<file path="src/rtl/tmr_pkg.sv">
package tmr_pkg;
  localparam int PRESC_W  = 10;
  localparam int CTL_EN   = 7;
  localparam int CTL_IRQ  = 6;
  localparam int CTL_CASC = 2;

  // low bits of the prescaler that must be all ones for a tick
  function automatic logic [PRESC_W-1:0] presc_mask(input logic [1:0] sel);
    case (sel)
      2'd0:    presc_mask = '0;
      2'd1:    presc_mask = PRESC_W'(63);
      2'd2:    presc_mask = PRESC_W'(255);
      default: presc_mask = PRESC_W'(1023);
    endcase
  endfunction
endpackage

</file>
<file path="src/rtl/tmr_presc.sv">
module tmr_presc
  import tmr_pkg::*;
(
  input  logic       clk_i,
  input  logic       rst_ni,
  input  logic       clr_i,
  input  logic       run_i,
  input  logic [1:0] sel_i,
  output logic       tick_o
);
  logic [PRESC_W-1:0] cnt_q;
  logic [PRESC_W-1:0] mask;

  assign mask   = presc_mask(sel_i);
  assign tick_o = run_i && ((cnt_q & mask) == mask);

  always_ff @(posedge clk_i or negedge rst_ni) begin
    if (!rst_ni)    cnt_q <= '0;
    else if (clr_i) cnt_q <= '0;
    else if (run_i) cnt_q <= cnt_q + 1'b1;
  end


  presc_gate_chk: assert property (@(posedge clk_i) disable iff (!rst_ni)
    (!run_i && !clr_i) |=> $stable(cnt_q));
endmodule

</file>
<file path="src/rtl/tmr_channel.sv">
module tmr_channel
  import tmr_pkg::*;
#(
  parameter int  CNT_W     = 16,
  parameter bit  HAS_LOWER = 1'b1
) (
  input  logic             clk_i,
  input  logic             rst_ni,
  input  logic             tick_en_i,
  input  logic             wr_rld_i,
  input  logic             wr_ctl_i,
  input  logic [CNT_W-1:0] wr_data_i,
  input  logic             casc_i,
  output logic [CNT_W-1:0] count_o,
  output logic [CNT_W-1:0] ctl_o,
  output logic             ovf_o,
  output logic             irq_o
);
  logic [CNT_W-1:0] rld_q, ctl_q, cnt_q;
  logic             irq_q;
  logic             en, casc, start, ptick, inc, ovf;

  assign en    = ctl_q[CTL_EN];
  assign casc  = HAS_LOWER && ctl_q[CTL_CASC];
  assign start = wr_ctl_i && !en && wr_data_i[CTL_EN];

  tmr_presc u_presc (
    .clk_i  (clk_i),
    .rst_ni (rst_ni),
    .clr_i  (start),
    .run_i  (en && !casc && tick_en_i),
    .sel_i  (ctl_q[1:0]),
    .tick_o (ptick)
  );

  assign inc = en && (casc ? casc_i : ptick);
  assign ovf = inc && (&cnt_q);

  always_ff @(posedge clk_i or negedge rst_ni) begin
    if (!rst_ni) begin
      rld_q <= '0;
      ctl_q <= '0;
      cnt_q <= '0;
      irq_q <= 1'b0;
    end else begin
      if (wr_rld_i) rld_q <= wr_data_i;
      if (wr_ctl_i) ctl_q <= wr_data_i;
      if (start || ovf) cnt_q <= rld_q;
      else if (inc)     cnt_q <= cnt_q + 1'b1;
      irq_q <= ovf && ctl_q[CTL_IRQ];
    end
  end

  assign count_o = cnt_q;
  assign ctl_o   = ctl_q;
  assign ovf_o   = ovf;
  assign irq_o   = irq_q;


  start_load_chk: assert property (@(posedge clk_i) disable iff (!rst_ni)
    $rose(ctl_q[CTL_EN]) |-> cnt_q == $past(rld_q));

  irq_reload_chk: assert property (@(posedge clk_i) disable iff (!rst_ni)
    irq_o |-> cnt_q == $past(rld_q));

  frozen_chk: assert property (@(posedge clk_i) disable iff (!rst_ni)
    (!ctl_q[CTL_EN] && $past(!ctl_q[CTL_EN])) |-> $stable(cnt_q));

  hold_chk: assert property (@(posedge clk_i) disable iff (!rst_ni)
    ($past(!tick_en_i) && $past(ctl_q[CTL_EN]) && ctl_q[CTL_EN]) |-> $stable(cnt_q));
endmodule

</file>
<file path="src/rtl/tmr_bank.sv">
module tmr_bank
  import tmr_pkg::*;
#(
  parameter int NUM_CH = 4,
  parameter int CNT_W  = 16,
  localparam int SEL_W = $clog2(NUM_CH)
) (
  input  logic               clk_i,
  input  logic               rst_ni,
  input  logic               tick_en_i,
  input  logic               wr_en_i,
  input  logic [SEL_W-1:0]   wr_ch_i,
  input  logic               wr_ctl_i,
  input  logic [CNT_W-1:0]   wr_data_i,
  input  logic [SEL_W-1:0]   rd_ch_i,
  output logic [2*CNT_W-1:0] rd_data_o,
  output logic [NUM_CH-1:0]  irq_o
);
  logic [NUM_CH:0]    chain;
  logic [CNT_W-1:0]   cnt [NUM_CH];
  logic [CNT_W-1:0]   ctl [NUM_CH];

  assign chain[0] = 1'b0;

  for (genvar i = 0; i < NUM_CH; i++) begin : g_ch
    logic sel;
    assign sel = wr_en_i && (wr_ch_i == SEL_W'(i));
    tmr_channel #(
      .CNT_W     (CNT_W),
      .HAS_LOWER (i > 0)
    ) u_ch (
      .clk_i     (clk_i),
      .rst_ni    (rst_ni),
      .tick_en_i (tick_en_i),
      .wr_rld_i  (sel && !wr_ctl_i),
      .wr_ctl_i  (sel && wr_ctl_i),
      .wr_data_i (wr_data_i),
      .casc_i    (chain[i]),
      .count_o   (cnt[i]),
      .ctl_o     (ctl[i]),
      .ovf_o     (chain[i+1]),
      .irq_o     (irq_o[i])
    );
  end

  assign rd_data_o = {ctl[rd_ch_i], cnt[rd_ch_i]};


  ovf_gate_chk: assert property (@(posedge clk_i) disable iff (!rst_ni)
    (|chain) |-> tick_en_i);
endmodule

</file>
<file path="config.mk">
export PLATFORM = sky130hd
export DESIGN_NAME = tmr_bank
export DESIGN_NICKNAME = d
export VERILOG_FILES = /design/src/rtl/tmr_pkg.sv /design/src/rtl/tmr_presc.sv /design/src/rtl/tmr_channel.sv /design/src/rtl/tmr_bank.sv
export SDC_FILE = /design/constraint.sdc
export NUM_CORES = 1
export LEC_CHECK = 0
export BUFFER_PORTS_ARGS = -buffer_cell sky130_fd_sc_hd__buf_2
export CAP_MARGIN = 0
export CORE_MARGIN = 4
export CORE_UTILIZATION = 59
export CTS_BUF_LIST = sky130_fd_sc_hd__clkbuf_4 sky130_fd_sc_hd__clkbuf_8 sky130_fd_sc_hd__clkbuf_16
export DETAILED_ROUTE_END_ITERATION = 16
export PLACE_DENSITY_LB_ADDON = 0.15
export RECOVER_POWER = 100
export SKIP_LAST_GASP = 1
export SYNTH_ARGS = -nofsm -noshare
export SYNTH_HDL_FRONTEND = slang
export SYNTH_SLANG_ARGS = --single-unit
</file>
<file path="constraint.sdc">
create_clock -name clk_i -period 6.3 [get_ports clk_i]
set_input_delay 0.63 -clock clk_i [delete_from_list [all_inputs] [get_ports clk_i]]
set_output_delay 0.63 -clock clk_i [all_outputs]
set_load 0.01 [all_outputs]
</file>
-- Yosys cells after proc, flatten, opt, wreduce, memory -nomap -nowiden
Cells that the tools add are included.
- $add $sub $neg: 8
- $lt $le $gt $ge: 1
- equality and inequality tests: 15
- mux-type cells: 29
- bitwise logic cells: 5
- reduce and logical (&&, ||, !) cells: 72
- operator list (operator ; number):
    $mux 16 ; 12
    $pmux 10 s3 ; 4
    $mux 10 ; 8
    $add 16x1->16 const B ; 4
    $bmux 16 s2 ; 2
    $reduce_and 16->1 ; 4
    $logic_and 1x1->1 ; 43
    $add 10x1->10 const B ; 4
    $and 10x10->10 ; 4
    $eq 10x10->1 ; 4
    $reduce_bool 2->1 ; 8
    $eq 2x2->1 const B ; 6
    $eq 2x1->1 const B ; 5
    $logic_not 2->1 ; 5
    $logic_not 1->1 ; 8
    $logic_or 1x1->1 ; 4
    $ge 3x3->1 const B ; 1
    $mux 1 ; 3
    $not 2->3 ; 1
- flip-flop bits (word level): 236
- input port bits: 25
- logic and storage cells: 150

-- Depth between registers and ports, before layout
- word-level depth: 18
- depth in mapped cells: 11

-- Hierarchy
Synthesis repeated with hierarchy kept, for this count alone.
- cells, all modules: 990
- area, all modules: 11748.8 sq um
- modules (own cells, without submodules) (module ; instances ; cells each ; area an instance (sq um)):
    tmr_channel at g_ch[1].u_ch ... ; 3 ; 177 ; 2165.8
    tmr_channel at g_ch[0].u_ch ; 1 ; 195 ; 2263.4
    tmr_presc ; 4 ; 54 ; 523.0
    tmr_bank ; 1 ; 48 ; 895.9

-- Least setup slack after synthesis
OpenSTA, ideal clock, no wires.
- kind: input -> register
- start: input wr_en_i
- end: register g_ch[3].u_ch.cnt_q[13]
- setup time: 126 ps
- arrival: 2524 ps
- required time: 6174 ps
- path slack: 3650 ps
- cell stages on the path: 9
- buffers on the path: 3
- path through: clkbuf_1 > nand4_1 > or3b_2 > o31ai_2 > a31o_1 > buf_4 > buf_4 > o21bai_1 > a221o_1
- cells in the longest elaborated chain, start to end: 6
- elaborated cells on any way between the ends: 7
- those cells by class: mux: 1; reduce/logical: 6
- RTL lines (what ; line ; RTL):
    start, declared ; tmr_bank.sv:11 ; input logic wr_en_i,
    $logic_and 1x1->1 * ; tmr_bank.sv:27 ; assign sel = wr_en_i && (wr_ch_i == SEL_W'(i));
    $logic_and 1x1->1 * ; tmr_bank.sv:36 ; .wr_ctl_i (sel && wr_ctl_i),
    $logic_and 1x1->1 * (2 in a row) ; tmr_channel.sv:25 ; assign start = wr_ctl_i && !en && wr_data_i[CTL_EN];
    $logic_or 1x1->1 * ; tmr_channel.sv:48 ; if (start || ovf) cnt_q <= rld_q;
    $mux 16 or $reduce_bool 2->1 (tied branches) ; n/a ;
    end signal, assigned ; tmr_channel.sv:48 ;
    end signal, assigned ; tmr_channel.sv:49 ; else if (inc) cnt_q <= cnt_q + 1'b1;
    end, declared ; tmr_channel.sv:19 ; logic [CNT_W-1:0] rld_q, ctl_q, cnt_q;
Every way passes the cells marked *; elsewhere a longest branch is shown, timed or not.
A chain may end at the register's enable or synchronous reset.

-- Worst setup path after layout
- start: register g_ch[0].u_ch.cnt_q[0]
- end: register g_ch[3].u_ch.cnt_q[10]
- cells in the longest elaborated chain, start to end: 13
- elaborated cells on any way between the ends: 14
- those cells by class: mux: 4; reduce/logical: 10
- RTL lines (what ; line ; RTL):
    start, declared ; tmr_channel.sv:19 ;
    start signal, assigned ; tmr_channel.sv:48 ;
    start signal, assigned ; tmr_channel.sv:49 ;
    $reduce_and 16->1 * ; tmr_channel.sv:37 ; assign ovf = inc && (&cnt_q);
    $logic_and 1x1->1 * ; tmr_channel.sv:37 ;
    $mux 1 * ; tmr_channel.sv:36 ; assign inc = en && (casc ? casc_i : ptick);
    $logic_and 1x1->1 * ; tmr_channel.sv:36 ;
    $logic_and 1x1->1 * ; tmr_channel.sv:37 ;
    $mux 1 * ; tmr_channel.sv:36 ;
    $logic_and 1x1->1 * ; tmr_channel.sv:36 ;
    $logic_and 1x1->1 * ; tmr_channel.sv:37 ;
    $mux 1 * ; tmr_channel.sv:36 ;
    $logic_and 1x1->1 * ; tmr_channel.sv:36 ;
    $logic_and 1x1->1 ; tmr_channel.sv:37 ;
    $logic_or 1x1->1 ; tmr_channel.sv:48 ;
    $mux 16 or $reduce_bool 2->1 (tied branches) ; n/a ;
Marked as above.

==> out/metrics.yaml <==
worst_hold_path:
  hp-class: "in -> async"
power_and_ir_drop:
  power_leakage_nw: 5.666
  power.density_nw_per_um2: 358.8
  ir_drop_mv: 0.2639
die:
  dieArea_sq_um: 22740
  start_util: 0.6082
  num_io_pins: 61
  core_sq_um: 19780
  chipWidth_um: 150.8
  die_h_um: 150.8
  fp-row-count: 51
timing:
  grt_setup_unrepaired: "no"
  hold_viol_final: 0
  finalCriticalPeriod_ns: 4.514
  timing.final.crit_share: 0.7165
  timing.slew.headroom: -1.302
  finalSetupViolCount: 0
  worstMarginPinSlew_ns: 3.453
  final.setup_skew_ns: 0.005867
  max_freq_mhz: 221.5
  tns_ns: 0
  report.final.slew_viol_count: 135
yosys:
  yosysTopAreaCell: "dfrtp_1"
  syn_area_per_cell_sq_um: 11.45
  async_flop_share: 1.000
  synth-seq-area-share: 0.4908
  synth_top_area_frac: 0.4908
  synth_flop_cell: "dfrtp_1"
  synthesis.nets: 1084
  synth_edf_count: 0
  ys_warn_count: 0
  synth.ff_latch_count: 236
  netlist_top_cells_area: "dfrtp_1 (49%), mux2_2 (12%), mux4_2 (6.0%)"
  synthesis.instances: 1051
  yosys.cell_types.count: 73
  synth_area_sq_um: 12030
flow_run:
  maxCapViolations: 4
placed_design:
  port_buffers: 60
  routabilityCongestion: 0.8981
  place_inst: 1337
  dpl.hpwl_um: 20990
cts:
  h-tree-depth: 1
  cts_setup_buffers: 0
  cts_hold_buf: 0
  cts_tree: "built"
  clock_path_buffers: 3
  clkSinkCount: 236
  post_cts_resized: 0
  clock-root-buffer: "clkbuf_16"
  insertion_delay_ns: 0.52
  cts.clk_slew.worst_paths_ns: 0.06
  cts_inserted_buffers: 26
grt:
  grt_first_pass_wirelength_um: 50390
  gr-total-overflow: 0
  grt_start_max_net_pins: 102
  grt_use_total: 0.2866
  antenna_found_initial: 0
  grt_pass1_vias: 9005
drt:
  viasPerCell: 6.451
  ant_nets: 0
  via_count: 8935
  drt-total-wl_um: 31570
  wl_per_cell_um: 22.79
  first_iter_violations: 819
  drt_pass1_iterations: 6
  drc_errors: 0
setup_path:
  rrSetupSlack_ns: 1.79
  path_delay_family: "compound AO/OA/AOI/OAI gates"
  crit_chain: "ha_1 -> nand4_1 -> nor3_1 -> o211ai_1 -> a31oi_1 -> a31oi_2 -> clkbuf_1 -> nand2b_1 -> o311ai_0"
  crit_type: "reg -> reg"
  cp.required_ns: 6.69
  path_buf_inv: 1
  worstPathMaxFanout: 25
  worst_path_max_delay_cell: "a31oi_1"
  max_stage_delay_ns: 0.82
  cp-end-kind: "flop"
  critPathLaunchType: "flop"
  crit_arrival_ns: 4.91
cells_and_area:
  fin_cells: 1385
  fillers: 1531
  area_delta_synth_final_pct: 11.09
  layout_common_cells: "dfrtp_1 (236), mux2_2 (130), nor2_1 (72)"
  fin_nets: 1133
  final_common_cell: "dfrtp_1"
  drive_above_1_share: 0.2241
  num_antenna_cells: 0
status:
  outcome: "finished with violations"
  violations: "max-capacitance violations, max-slew violations"
-- cell usage after synthesis (all sizes together), types with 25 or more instances --
master  instances
dfrtp         236
mux2          135
nor2           73
nand2          63
o21ai          55
nand3          50
a21oi          42
mux4           32
clkbuf         31
nand4          29
nor3           29
and3           25
buf            25
-- report_power, final --
group	total [mW]	switching [mW]	leakage [nW]	internal, mW
registers	2.22	0.372	2.91	1.85
logic	0.873	0.428	2.27	0.445
clock network	1.70	0.621	0.487	1.08
-- sequential cells by signal (all words and copies together), names as in the netlist --
signal	cells
g_ch.u_ch.u_presc.cnt_q	40
g_ch.u_ch.rld_q	64
g_ch.u_ch.ctl_o	64
g_ch.u_ch.count_o	64
g_ch.u_ch.irq_o	4
-- per-layer routing --
| metal | GRT usage | up-vias | share of wire |
|---|---|---|---|
| met5 | 0 | - | 0 |
| met1 | 0.4048 | 4528 | 0.43 |
| met2 | 0.4392 | 311 | 0.45 |
| li1 | - | 4016 | - |
| met4 | 0.1020 | 0 | 0.041 |
| met3 | 0.06732 | 80 | 0.079 |
-- kinds of logic (layout without fill, tap and decap cells) --
group,after synthesis,count (layout),share of synthesized area
xor+xnor,32,32,0.02329
simple gates,334,334,0.1465
mux,189,189,0.2046
compound gates,177,177,0.09807
fa+ha+maj,8,8,0.008320
flops,236,236,0.4908
buf+inv,75,144,0.02839
-- path summary, 6_finish.rpt --
kind,from,to,cells after the start
min,rst_ni,g_ch[0].u_ch.u_presc.cnt_q[6],1
min in group clk_i,g_ch[3].u_ch.rld_q[11],g_ch[3].u_ch.rld_q[11],1
max in group asynchronous,rst_ni,g_ch[2].u_ch.count_o[1],2
min reg2reg,g_ch[3].u_ch.rld_q[11],g_ch[3].u_ch.rld_q[11],1
max,g_ch[0].u_ch.count_o[0],g_ch[3].u_ch.count_o[10],9
max reg2reg,g_ch[0].u_ch.count_o[0],g_ch[3].u_ch.count_o[10],9
-- through the flow --
step	total power, mW	instance area, sq um	hold slack, ns	util	setup WS, ns
6_report	4.796	13370	0.1352	0.6756	1.786
4_1_cts	4.835	13540	0.1803	0.6846	2.922
5_1_grt	5.027	13370	0.1953	0.6756	1.438
3_5_place_dp	3.123	12570	0.4851	0.6354	2.958
2_1_floorplan	2.752	12030	0.3344	-	3.650
3_3_place_gp	3.081	12570	0.4800	0.6354	2.987
-- cell type report --
type	count	area [sq um]	share of cell area
well taps	265	331.6	0.02481
repair buffers	77	346.6	0.02593
multi-input cells	740	5737	0.4292
clock buffers	33	745.7	0.05579
flip-flops and latches	236	5906	0.4419
clock inverters	15	227.7	0.01704
inverters	19	71.32	0.005336
(Power assumes the default switching activity.)
